File: config.mk
export PLATFORM = sky130hd
export DESIGN_NAME = bus_reset_responder
export DESIGN_NICKNAME = d
export VERILOG_FILES = /design/src/rtl/rrc_pkg.sv /design/src/rtl/rrc_xfer_track.sv /design/src/rtl/rrc_req_gate.sv /design/src/rtl/rrc_init_timer.sv /design/src/rtl/bus_reset_responder.sv
export SDC_FILE = /design/constraint.sdc
export NUM_CORES = 1
export LEC_CHECK = 0
export ABC_AREA = 1
export BUFFER_PORTS_ARGS = -buffer_cell sky130_fd_sc_hd__buf_2
export CAP_MARGIN = 25
export CELL_PAD_IN_SITES_DETAIL_PLACEMENT = 1
export CELL_PAD_IN_SITES_GLOBAL_PLACEMENT = 2
export CORE_ASPECT_RATIO = 0.7
export CORE_MARGIN = 2
export CORE_UTILIZATION = 23
export DETAILED_ROUTE_END_ITERATION = 6
export GPL_TIMING_DRIVEN = 0
export HOLD_SLACK_MARGIN = 0.15
export PLACE_DENSITY = 0.83
export RECOVER_POWER = 50
export SYNTH_ARGS = -nofsm -noshare
export SYNTH_HDL_FRONTEND = slang
export SYNTH_SLANG_ARGS = --single-unit
File: constraint.sdc
create_clock -name clk -period 1.19 [get_ports clk]
set_input_delay 0.0595 -clock clk [delete_from_list [all_inputs] [get_ports clk]]
set_output_delay 0.0595 -clock clk [all_outputs]
set_load 0.005 [all_outputs]
File: src/rtl/rrc_pkg.sv
package rrc_pkg;
  typedef enum logic [1:0] {
    KIND_READ    = 2'b00,
    KIND_WRITE   = 2'b01,
    KIND_RDPAUSE = 2'b10,
    KIND_RSVD    = 2'b11
  } xfer_kind_t;

  typedef enum logic [1:0] {
    XS_IDLE   = 2'b00,
    XS_SINGLE = 2'b01,
    XS_RP_RD  = 2'b10,
    XS_RP_WR  = 2'b11
  } xfer_state_t;
endpackage

File: src/rtl/rrc_xfer_track.sv
module rrc_xfer_track
  import rrc_pkg::*;
(
  input  logic       clk,
  input  logic       rst,
  input  logic       block_i,
  input  logic       start_i,
  input  logic [1:0] kind_i,
  input  logic       done_i,
  output logic       active_nxt_o,
  output logic       wr_pend_o
);
  xfer_state_t state_q, state_d;

  always_comb begin
    state_d = state_q;
    unique case (state_q)
      XS_IDLE:   if (start_i && !block_i)
                   state_d = (xfer_kind_t'(kind_i) == KIND_RDPAUSE) ? XS_RP_RD : XS_SINGLE;
      XS_SINGLE: if (done_i) state_d = XS_IDLE;
      XS_RP_RD:  if (done_i) state_d = XS_RP_WR;
      XS_RP_WR:  if (done_i) state_d = XS_IDLE;
      default:   state_d = XS_IDLE;
    endcase
  end

  always_ff @(posedge clk) begin
    if (rst) state_q <= XS_IDLE;
    else     state_q <= state_d;
  end

  assign active_nxt_o = (state_d != XS_IDLE);
  assign wr_pend_o    = (state_q == XS_RP_WR);

  AST_PAIR_WRITE_OWED: assert property (@(posedge clk) disable iff (rst)
    (state_q == XS_RP_RD) && done_i |=> wr_pend_o);

  AST_NO_START_IN_INIT: assert property (@(posedge clk) disable iff (rst)
    (state_q == XS_IDLE) && block_i |=> (state_q == XS_IDLE));
endmodule

File: src/rtl/rrc_req_gate.sv
module rrc_req_gate #(
  parameter int NUM_BR = 4,
  localparam int LINES = NUM_BR + 1
) (
  input  logic             clk,
  input  logic             rst,
  input  logic             init_i,
  input  logic [LINES-1:0] want_i,
  input  logic             sack_want_i,
  input  logic [LINES-1:0] grant_i,
  output logic [LINES-1:0] req_o,
  output logic             sack_o,
  output logic [LINES-1:0] grant_o
);
  for (genvar g = 0; g < LINES; g++) begin : g_line
    always_ff @(posedge clk) begin
      if (rst) begin
        req_o[g]   <= 1'b0;
        grant_o[g] <= 1'b0;
      end else begin
        req_o[g]   <= want_i[g] & ~init_i;
        grant_o[g] <= grant_i[g] & (init_i | ~req_o[g]);
      end
    end
  end

  always_ff @(posedge clk) begin
    if (rst) sack_o <= 1'b0;
    else     sack_o <= sack_want_i & ~init_i;
  end

  AST_REQ_QUIET_IN_INIT: assert property (@(posedge clk) disable iff (rst)
    !$past(rst) && $past(init_i) |-> (req_o == '0) && !sack_o);

  AST_GRANT_FORCED: assert property (@(posedge clk) disable iff (rst)
    !$past(rst) && $past(init_i) |-> (grant_o == $past(grant_i)));
endmodule

File: src/rtl/rrc_init_timer.sv
module rrc_init_timer #(
  parameter int INIT_CYCLES = 8,
  localparam int CNT_W = $clog2(INIT_CYCLES + 1)
) (
  input  logic clk,
  input  logic rst,
  input  logic init_i,
  output logic busy_o
);
  logic [CNT_W-1:0] cnt_q;

  always_ff @(posedge clk) begin
    if (rst) begin
      cnt_q  <= '0;
      busy_o <= 1'b0;
    end else if (init_i) begin
      cnt_q  <= CNT_W'(INIT_CYCLES);
      busy_o <= 1'b1;
    end else if (cnt_q != '0) begin
      cnt_q  <= cnt_q - 1'b1;
      busy_o <= (cnt_q != CNT_W'(1));
    end
  end

  AST_BUSY_DURING_INIT: assert property (@(posedge clk) disable iff (rst)
    !$past(rst) && $past(init_i) |-> busy_o);

  AST_BUSY_ONLY_FALLS: assert property (@(posedge clk) disable iff (rst)
    !$past(init_i) && !$past(busy_o) |-> !busy_o);
endmodule

File: src/rtl/bus_reset_responder.sv
module bus_reset_responder #(
  parameter int NUM_BR      = 4,
  parameter int INIT_CYCLES = 8,
  localparam int LINES = NUM_BR + 1
) (
  input  logic              clk,
  input  logic              rst,
  input  logic              bus_init_i,
  input  logic              xfer_start_i,
  input  logic [1:0]        xfer_kind_i,
  input  logic              xfer_done_i,
  input  logic              bbsy_want_i,
  input  logic              npr_want_i,
  input  logic [NUM_BR-1:0] br_want_i,
  input  logic              sack_want_i,
  input  logic [LINES-1:0]  grant_i,
  input  logic              cmd_valid_i,
  input  logic              cmd_ie_i,
  input  logic              err_set_i,
  input  logic              rej_clr_i,
  output logic              bbsy_o,
  output logic              npr_o,
  output logic [NUM_BR-1:0] br_o,
  output logic              sack_o,
  output logic [LINES-1:0]  grant_o,
  output logic              wr_pending_o,
  output logic              ie_o,
  output logic              err_o,
  output logic              rej_o,
  output logic              busy_o
);
  logic             active_nxt;
  logic [LINES-1:0] req_q;

  rrc_xfer_track u_track (
    .clk          (clk),
    .rst          (rst),
    .block_i      (bus_init_i),
    .start_i      (xfer_start_i),
    .kind_i       (xfer_kind_i),
    .done_i       (xfer_done_i),
    .active_nxt_o (active_nxt),
    .wr_pend_o    (wr_pending_o)
  );

  rrc_req_gate #(.NUM_BR(NUM_BR)) u_gate (
    .clk         (clk),
    .rst         (rst),
    .init_i      (bus_init_i),
    .want_i      ({br_want_i, npr_want_i}),
    .sack_want_i (sack_want_i),
    .grant_i     (grant_i),
    .req_o       (req_q),
    .sack_o      (sack_o),
    .grant_o     (grant_o)
  );

  rrc_init_timer #(.INIT_CYCLES(INIT_CYCLES)) u_timer (
    .clk    (clk),
    .rst    (rst),
    .init_i (bus_init_i),
    .busy_o (busy_o)
  );

  assign npr_o = req_q[0];
  assign br_o  = req_q[LINES-1:1];

  // Mastership is kept only as long as a transfer is still owed.
  always_ff @(posedge clk) begin
    if (rst) bbsy_o <= 1'b0;
    else     bbsy_o <= active_nxt | (bbsy_want_i & ~bus_init_i);
  end

  logic cmd_refused;
  assign cmd_refused = cmd_valid_i & (busy_o | bus_init_i);

  always_ff @(posedge clk) begin
    if (rst) begin
      ie_o  <= 1'b0;
      err_o <= 1'b0;
      rej_o <= 1'b0;
    end else begin
      if (bus_init_i)                 ie_o <= 1'b0;
      else if (cmd_valid_i && !busy_o) ie_o <= cmd_ie_i;
      if (err_set_i)                  err_o <= 1'b1;
      if (cmd_refused)                rej_o <= 1'b1;
      else if (rej_clr_i)             rej_o <= 1'b0;
    end
  end

  AST_IE_DROPPED: assert property (@(posedge clk) disable iff (rst)
    !$past(rst) && $past(bus_init_i) |-> !ie_o);

  AST_ERR_KEPT: assert property (@(posedge clk) disable iff (rst)
    !$past(rst) && $past(err_o) |-> err_o);

  AST_REJ_STICKY: assert property (@(posedge clk) disable iff (rst)
    !$past(rst) && $past(rej_o) && !$past(rej_clr_i) |-> rej_o);

  AST_IE_HELD_WHEN_BUSY: assert property (@(posedge clk) disable iff (rst)
    !$past(rst) && $past(busy_o) && !$past(bus_init_i) |-> ie_o == $past(ie_o));
endmodule

==> metrics.csv, run 1 <==
metric,value,unit
status,completed,
grt_pass1_wl,4190,um
clk_path_buf_depth,2,
setup_tns,0,ps
num_rows,18,
initial_utilization,24.5,%
clock_latency,260,ps
area_growth,58.0,%
drt-initial-drc-count,6,
firstDrtPassIters,4,
final_net_count,199,
wirelength,2490,um
vias,904,
p_seq_share,45.0,%
syn_avg_cell_area,8.02,um^2
worstSetupPathType,flip-flop to flip-flop,
slew_headroom,85.7,%
wl_per_cell,11.2,um
cp_top_family,flip-flops,
ys_ff_latch,22,
fmax,0.909,GHz
clkTransAtPathRegs,80,ps
swShare,23.6,%
syn-num-nets,136,
finalCritPeriodShare,92.5,%
cpMaxStageDelayCell,dfxtp_2,
p_leak,0.715,nW
die-area,4350,um^2
cts.htree.levels,1,
slowest_delay,350,ps
end_kind,flip-flop,
netlist_area,882,um^2
path_cells,inv_1 -> ha_1 -> inv_1 -> nand4_1 -> nand3_1 -> nand2_1 -> inv_1,
tightest_slew,215,ps
n_antenna_cell,0,
grt-ovfl-total,0,
syn_inst,110,
root_buffer,clkbuf_8,
hold_ws,109,ps
cts_tree,done,
intPower,1.38,mW
path_max_fanout,4,
dp_hpwl,1830,um
routed_via_density,4.07,
peakVddDrop,0.000672,V
maxCapViolations,0,
die_width,78.0,um
crit_top_cell,inv_1,
io_buffers,39,
final_common_cell,buf_2,
rsz0062_at_grt,false,
switchingPower,426,uW
cts_sinks,22,
antenna_found_initial,0,
power_density,1300,nW/um^2
coreArea,3600,um^2
ys_seq_area_share,49.9,%
slew_viol_final,0,
cts_buffers,3,
synth_warnings,0,
die_height,55.8,um
clock_skew,6.19,ps
grt_max_degree,14,
worst-path-buf-inv,3,
drive_above_1_share,29.7,%
setup-violations-final,0,
fin_crit,1100,ps
antenna_left,0,
pin_count,40,
cp.required,1400,ps
grt_use_total,12.2,%
clockPowerShare,38.6,%
ys_types,21,
worstPathArrival,1310,ps
grt_pass1_vias,976,
hp-class,input port to flip-flop,
comb_power_share,16.4,%
crit_path_start_kind,flip-flop,
finalHoldViolCount,0,
layout_common_cells,"buf_2, nand2_1, dfxtp_1, dlygate4sd3_1, inv_1",
globalplace.congestion,0.680,
route.detailed.drc,0,
==> registers in the layout, summed over array words and instances, names as in the netlist <==
name	cells
u_gate.sack_o	1
rej_o	1
u_gate.req_o	5
err_o	1
u_timer.busy_o	1
ie_o	1
u_timer.cnt_q	4
u_track.state_q	2
bbsy_o	1
u_gate.grant_o	5
==> per-layer routing <==
layer	part of all wire, %	vias up	GRT usage (%)
met3	9.1	2	5.84
met5	0	-	0
met4	0.40	0	2.26
met1	43	405	13.7
li1	-	462	-
met2	47	35	21.3
==> power groups by stage <==
stage / Clock, mW / Combinational, mW / Sequential (mW)
6_report: 0.699 / 0.296 / 0.814
5_1_grt: 0.762 / 0.337 / 0.821
4_1_cts: 0.727 / 0.306 / 0.815
3_5_place_dp: 0 / 0.254 / 0.831
3_3_place_gp: 0 / 0.241 / 0.829
2_1_floorplan: 0 / 0.144 / 0.831
==> timing repair <==
item / in CTS / in global routing
gates resized for setup: 0 / 1
setup endpoints to repair: 0 / 2
setup buffers: 0 / 0
hold endpoints to repair: 17 / 0
hold buffers: 20 / 0
==> final cells by class <==
cell class                 count  area [um^2]
clock inverter                 1         30.0
inverter                      18         70.1
tap                           50         62.6
sequential                    22          442
timing repair buffer          58          377
clock buffer                   3         41.3
buffer                         2         18.8
fill                         450         2210
multi-input combinational     68          353
==> cells in the mapped netlist <==
cell      n  share of area [%]
nand2_1  27                 11
dfxtp_1  22                 50
inv_1    16                6.8
nor2_1   10                4.3
a21oi_2   5                5.0
nand3_1   5                2.8
a21oi_1   4                2.3
o21ai_1   4                2.3
ha_1      3                4.3
nand2_2   2                1.4
nor2_2    2                1.4
a31oi_1   1               0.71
and3_1    1               0.71
buf_4     1               0.85
buf_6     1                1.3
inv_2     1               0.43
inv_4     1               0.71
nand3_2   1                1.1
nand4_1   1               0.71
o21ai_0   1               0.57
xor2_1    1               0.99
==> tightest hold or removal path, delay by kind of cell <==
kind / cells / cell delay, ps
simple gates: 2 / 90
buf+inv: 2 / 190
==> worst paths after layout <==
path,slack (ps),end,startpoint,cells after the start
max reg2reg,90,u_timer.cnt_q[3],u_timer.cnt_q[0],7
min,110,u_gate.req_o[1],bus_init_i,4
min reg2reg,440,u_gate.grant_o[0],u_gate.req_o[0],1
max,90,u_timer.cnt_q[3],u_timer.cnt_q[0],7
==> logic make-up (layout without fill, tap and decap cells) <==
group	Yosys count	after routing	share of synthesized area (%)
XOR/XNOR	1	1	0.993
flip-flops	22	22	49.9
AND/OR/NAND/NOR	49	49	24.0
buffers and inverters	20	82	10.1
adder cells (fa/ha/maj)	3	3	4.26
AO/OA/AOI/OAI	15	15	10.8
==> stage by stage <==
step | power (mW) | utilization [%] | setup WS [ps] | std cells | instance area, um^2
finish | 1.81 | 38.7 | 89.4 | 222 | 1390
global route | 1.92 | 38.7 | 2.43 | 222 | 1390
global placement | 1.07 | 31.6 | 104 | 199 | 1140
detailed placement | 1.09 | 31.6 | 48.8 | 199 | 1140
floorplan | 0.974 | - | 171 | 110 | 882
CTS | 1.85 | 39.2 | 27.7 | 223 | 1410
Note: power is estimated with default switching activity, not from simulation.
==> run 2, diff against run 1 <==
--- a/config.mk
+++ b/config.mk
@@ -12,11 +12,11 @@
 export CELL_PAD_IN_SITES_GLOBAL_PLACEMENT = 2
 export CORE_ASPECT_RATIO = 0.7
 export CORE_MARGIN = 2
-export CORE_UTILIZATION = 23
+export CORE_UTILIZATION = 24
 export DETAILED_ROUTE_END_ITERATION = 6
 export GPL_TIMING_DRIVEN = 0
-export HOLD_SLACK_MARGIN = 0.15
-export PLACE_DENSITY = 0.83
+export HOLD_SLACK_MARGIN = 0.06
+export PLACE_DENSITY = 0.85
 export RECOVER_POWER = 50
 export SYNTH_ARGS = -nofsm -noshare
 export SYNTH_HDL_FRONTEND = slang
==> run 2 against run 1 <==
Net effect: clock skew grew 0.98 ps; core utilization shrank 1.1 points; largest power group unchanged; first-iteration DRC count increased to 2.8 times the previous value; combinational power is 6% lower; setup slack better by 68 ps; critical endpoint unchanged.
==> metrics.csv, run 2 (synthesis results as in run 1) <==
metric,value,unit,change
power_density,1350,nW/um^2,+3.9%
die_height,54.7,um,-2.0%
antenna_found_initial,0,,unchanged
wirelength,2410,um,-3.3%
hold_end,ie_o,,
n_fill_cell,436,,-3.1%
coreArea,3510,um^2,-2.5%
drt-initial-drc-count,17,,+11
slew_viol_final,0,,unchanged
drive_above_1_share,30.1,%,+0.47 points
fmax,0.969,GHz,+6.6%
clkTransAtPathRegs,80,ps,about the same
io_buffers,39,,unchanged
grt_max_degree,14,,unchanged
fin_crit,1030,ps,-68.4 ps
end_kind,flip-flop,,
clock_skew,7.17,ps,+0.977 ps
root_buffer,clkbuf_8,,
n_antenna_cell,0,,unchanged
setup-violations-final,0,,unchanged
tightest_slew,222,ps,+6.87 ps
grt-ovfl-total,0,,unchanged
path_max_fanout,4,,unchanged
min_path_cells,3,,-1
hold_ws,66.0,ps,-42.7 ps
routed_via_density,4.03,,-0.97%
clock_latency,260,ps,about the same
grt_pass1_vias,888,,-9.0%
cts.htree.levels,1,,unchanged
crit_path_start_kind,flip-flop,,
die-area,4180,um^2,-3.9%
grt_use_total,12.4,%,+0.13 points
status,completed,,
antenna_left,0,,unchanged
r2r-start,u_timer.cnt_q[0],,
initial_utilization,25.1,%,+0.63 points
finalHoldViolCount,0,,unchanged
final_net_count,193,,-3.0%
cp.required,1410,ps,about the same
cts_sinks,22,,unchanged
worstPathArrival,1250,ps,-60 ps
grt_pass1_wl,3930,um,-6.1%
cts_setup_buffers,0,,unchanged
area_growth,49.8,%,
dp_hpwl,1820,um,-0.25%
peakVddDrop,0.000674,V,+0.30%
top_regs,"u_gate.grant_o (5), u_gate.req_o (5), u_timer.cnt_q (4)",,
clk_path_buf_depth,2,,unchanged
maxCapViolations,0,,unchanged
final_common_cell,buf_2,,
pin_count,40,,unchanged
die_width,76.5,um,-2.0%
layout_common_cells,"buf_2, nand2_1, dfxtp_1, inv_1, dlygate4sd3_1",,
firstDrtPassIters,4,,unchanged
worstSetupPathType,flip-flop to flip-flop,,
wl_per_cell,11.1,um,-0.61%
hp-class,input port to flip-flop,,
min-delay-start,cmd_ie_i,,
rr_worst_depth,7,,unchanged
vias,871,,-3.7%
globalplace.congestion,0.668,,-1.8%
setup_tns,0,ps,unchanged
p_leak,0.690,nW,-3.5%
route.detailed.drc,0,,unchanged
rsz0062_at_grt,false,,
num_rows,18,,unchanged
slew_headroom,85.2,%,-0.46 points
cts_buffers,3,,unchanged
r2r-end,u_timer.cnt_q[3],,
finalCritPeriodShare,86.7,%,-5.7 points
cts_tree,done,,
rrSetupSlack,160,ps,+70 ps
run 2: per-layer routing:
| metal | vias up | track usage [%] | routed length, um | part of all wire [%] |
|---|---|---|---|---|
| li1 | 449 | - | - | - |
| met1 | 388 | 14.1 | 1120 | 46 |
| met2 | 30 | 22.3 | 1100 | 46 |
| met3 | 4 | 3.80 | 152 | 6.3 |
| met4 | 0 | 5.45 | 42 | 1.7 |
| met5 | - | 0 | 0 | 0 |
run 2: power by group:
part           internal [mW]  leakage (nW)  switching [mW]
clock network          0.449        0.0357           0.237
logic                  0.136         0.472           0.142
registers              0.786         0.182          0.0312
total                   1.37         0.690           0.410
run 2: worst max path at each step:
stage                       endpoint              from  depth (start not counted)
global placement    u_timer.cnt_q[3]  u_timer.cnt_q[0]                          7
global route          u_timer.busy_o  u_timer.cnt_q[0]                          6
detailed placement  u_timer.cnt_q[3]  u_timer.cnt_q[0]                          7
floorplan           u_timer.cnt_q[3]  u_timer.cnt_q[0]                          7
finish              u_timer.cnt_q[3]  u_timer.cnt_q[0]                          7
CTS                 u_timer.cnt_q[3]  u_timer.cnt_q[0]                          7
run 2: per-stage QoR:
| stage | cell area [um^2] | worst slack [ps] | utilization, % | std cells | power, mW |
|---|---|---|---|---|---|
| 6_report | 1320 | 158 | 37.6 | 216 | 1.78 |
| 3_3_place_gp | 1140 | 87.5 | 32.4 | 199 | 1.07 |
| 3_5_place_dp | 1140 | 59.5 | 32.4 | 199 | 1.09 |
| 5_1_grt | 1320 | 21.1 | 37.6 | 216 | 1.89 |
| 4_1_cts | 1330 | 33.9 | 37.9 | 215 | 1.81 |
| 2_1_floorplan | 882 | 171 | - | 110 | 0.974 |
run 2: worst max-delay path, cell delays in order (launching register included):
cell and delay [ps]:
dfxtp_2 370, inv_2 60, ha_2 190, inv_1 80, nand4_1 100, nand3_1 90, nand2_1 50, inv_1 40
run 2: timing repair:
| item | CTS | global route |
|---|---|---|
| hold buffers | 12 | 1 |
| endpoints found under the hold margin | 12 | 1 |
| endpoints found under the setup margin | 0 | 4 |
| resized for setup | 0 | 4 |
run 2: final cells by class:
cell class	instances	area (um^2)	area share, %
Sequential cell	22	442	33.4
Multi-Input combinational cell	68	340	25.8
Timing Repair Buffer	52	317	24.0
Inverter	18	70.1	5.30
Tap cell	50	62.6	4.73
Clock buffer	3	41.3	3.12
Clock inverter	1	30.0	2.27
Buffer	2	18.8	1.42
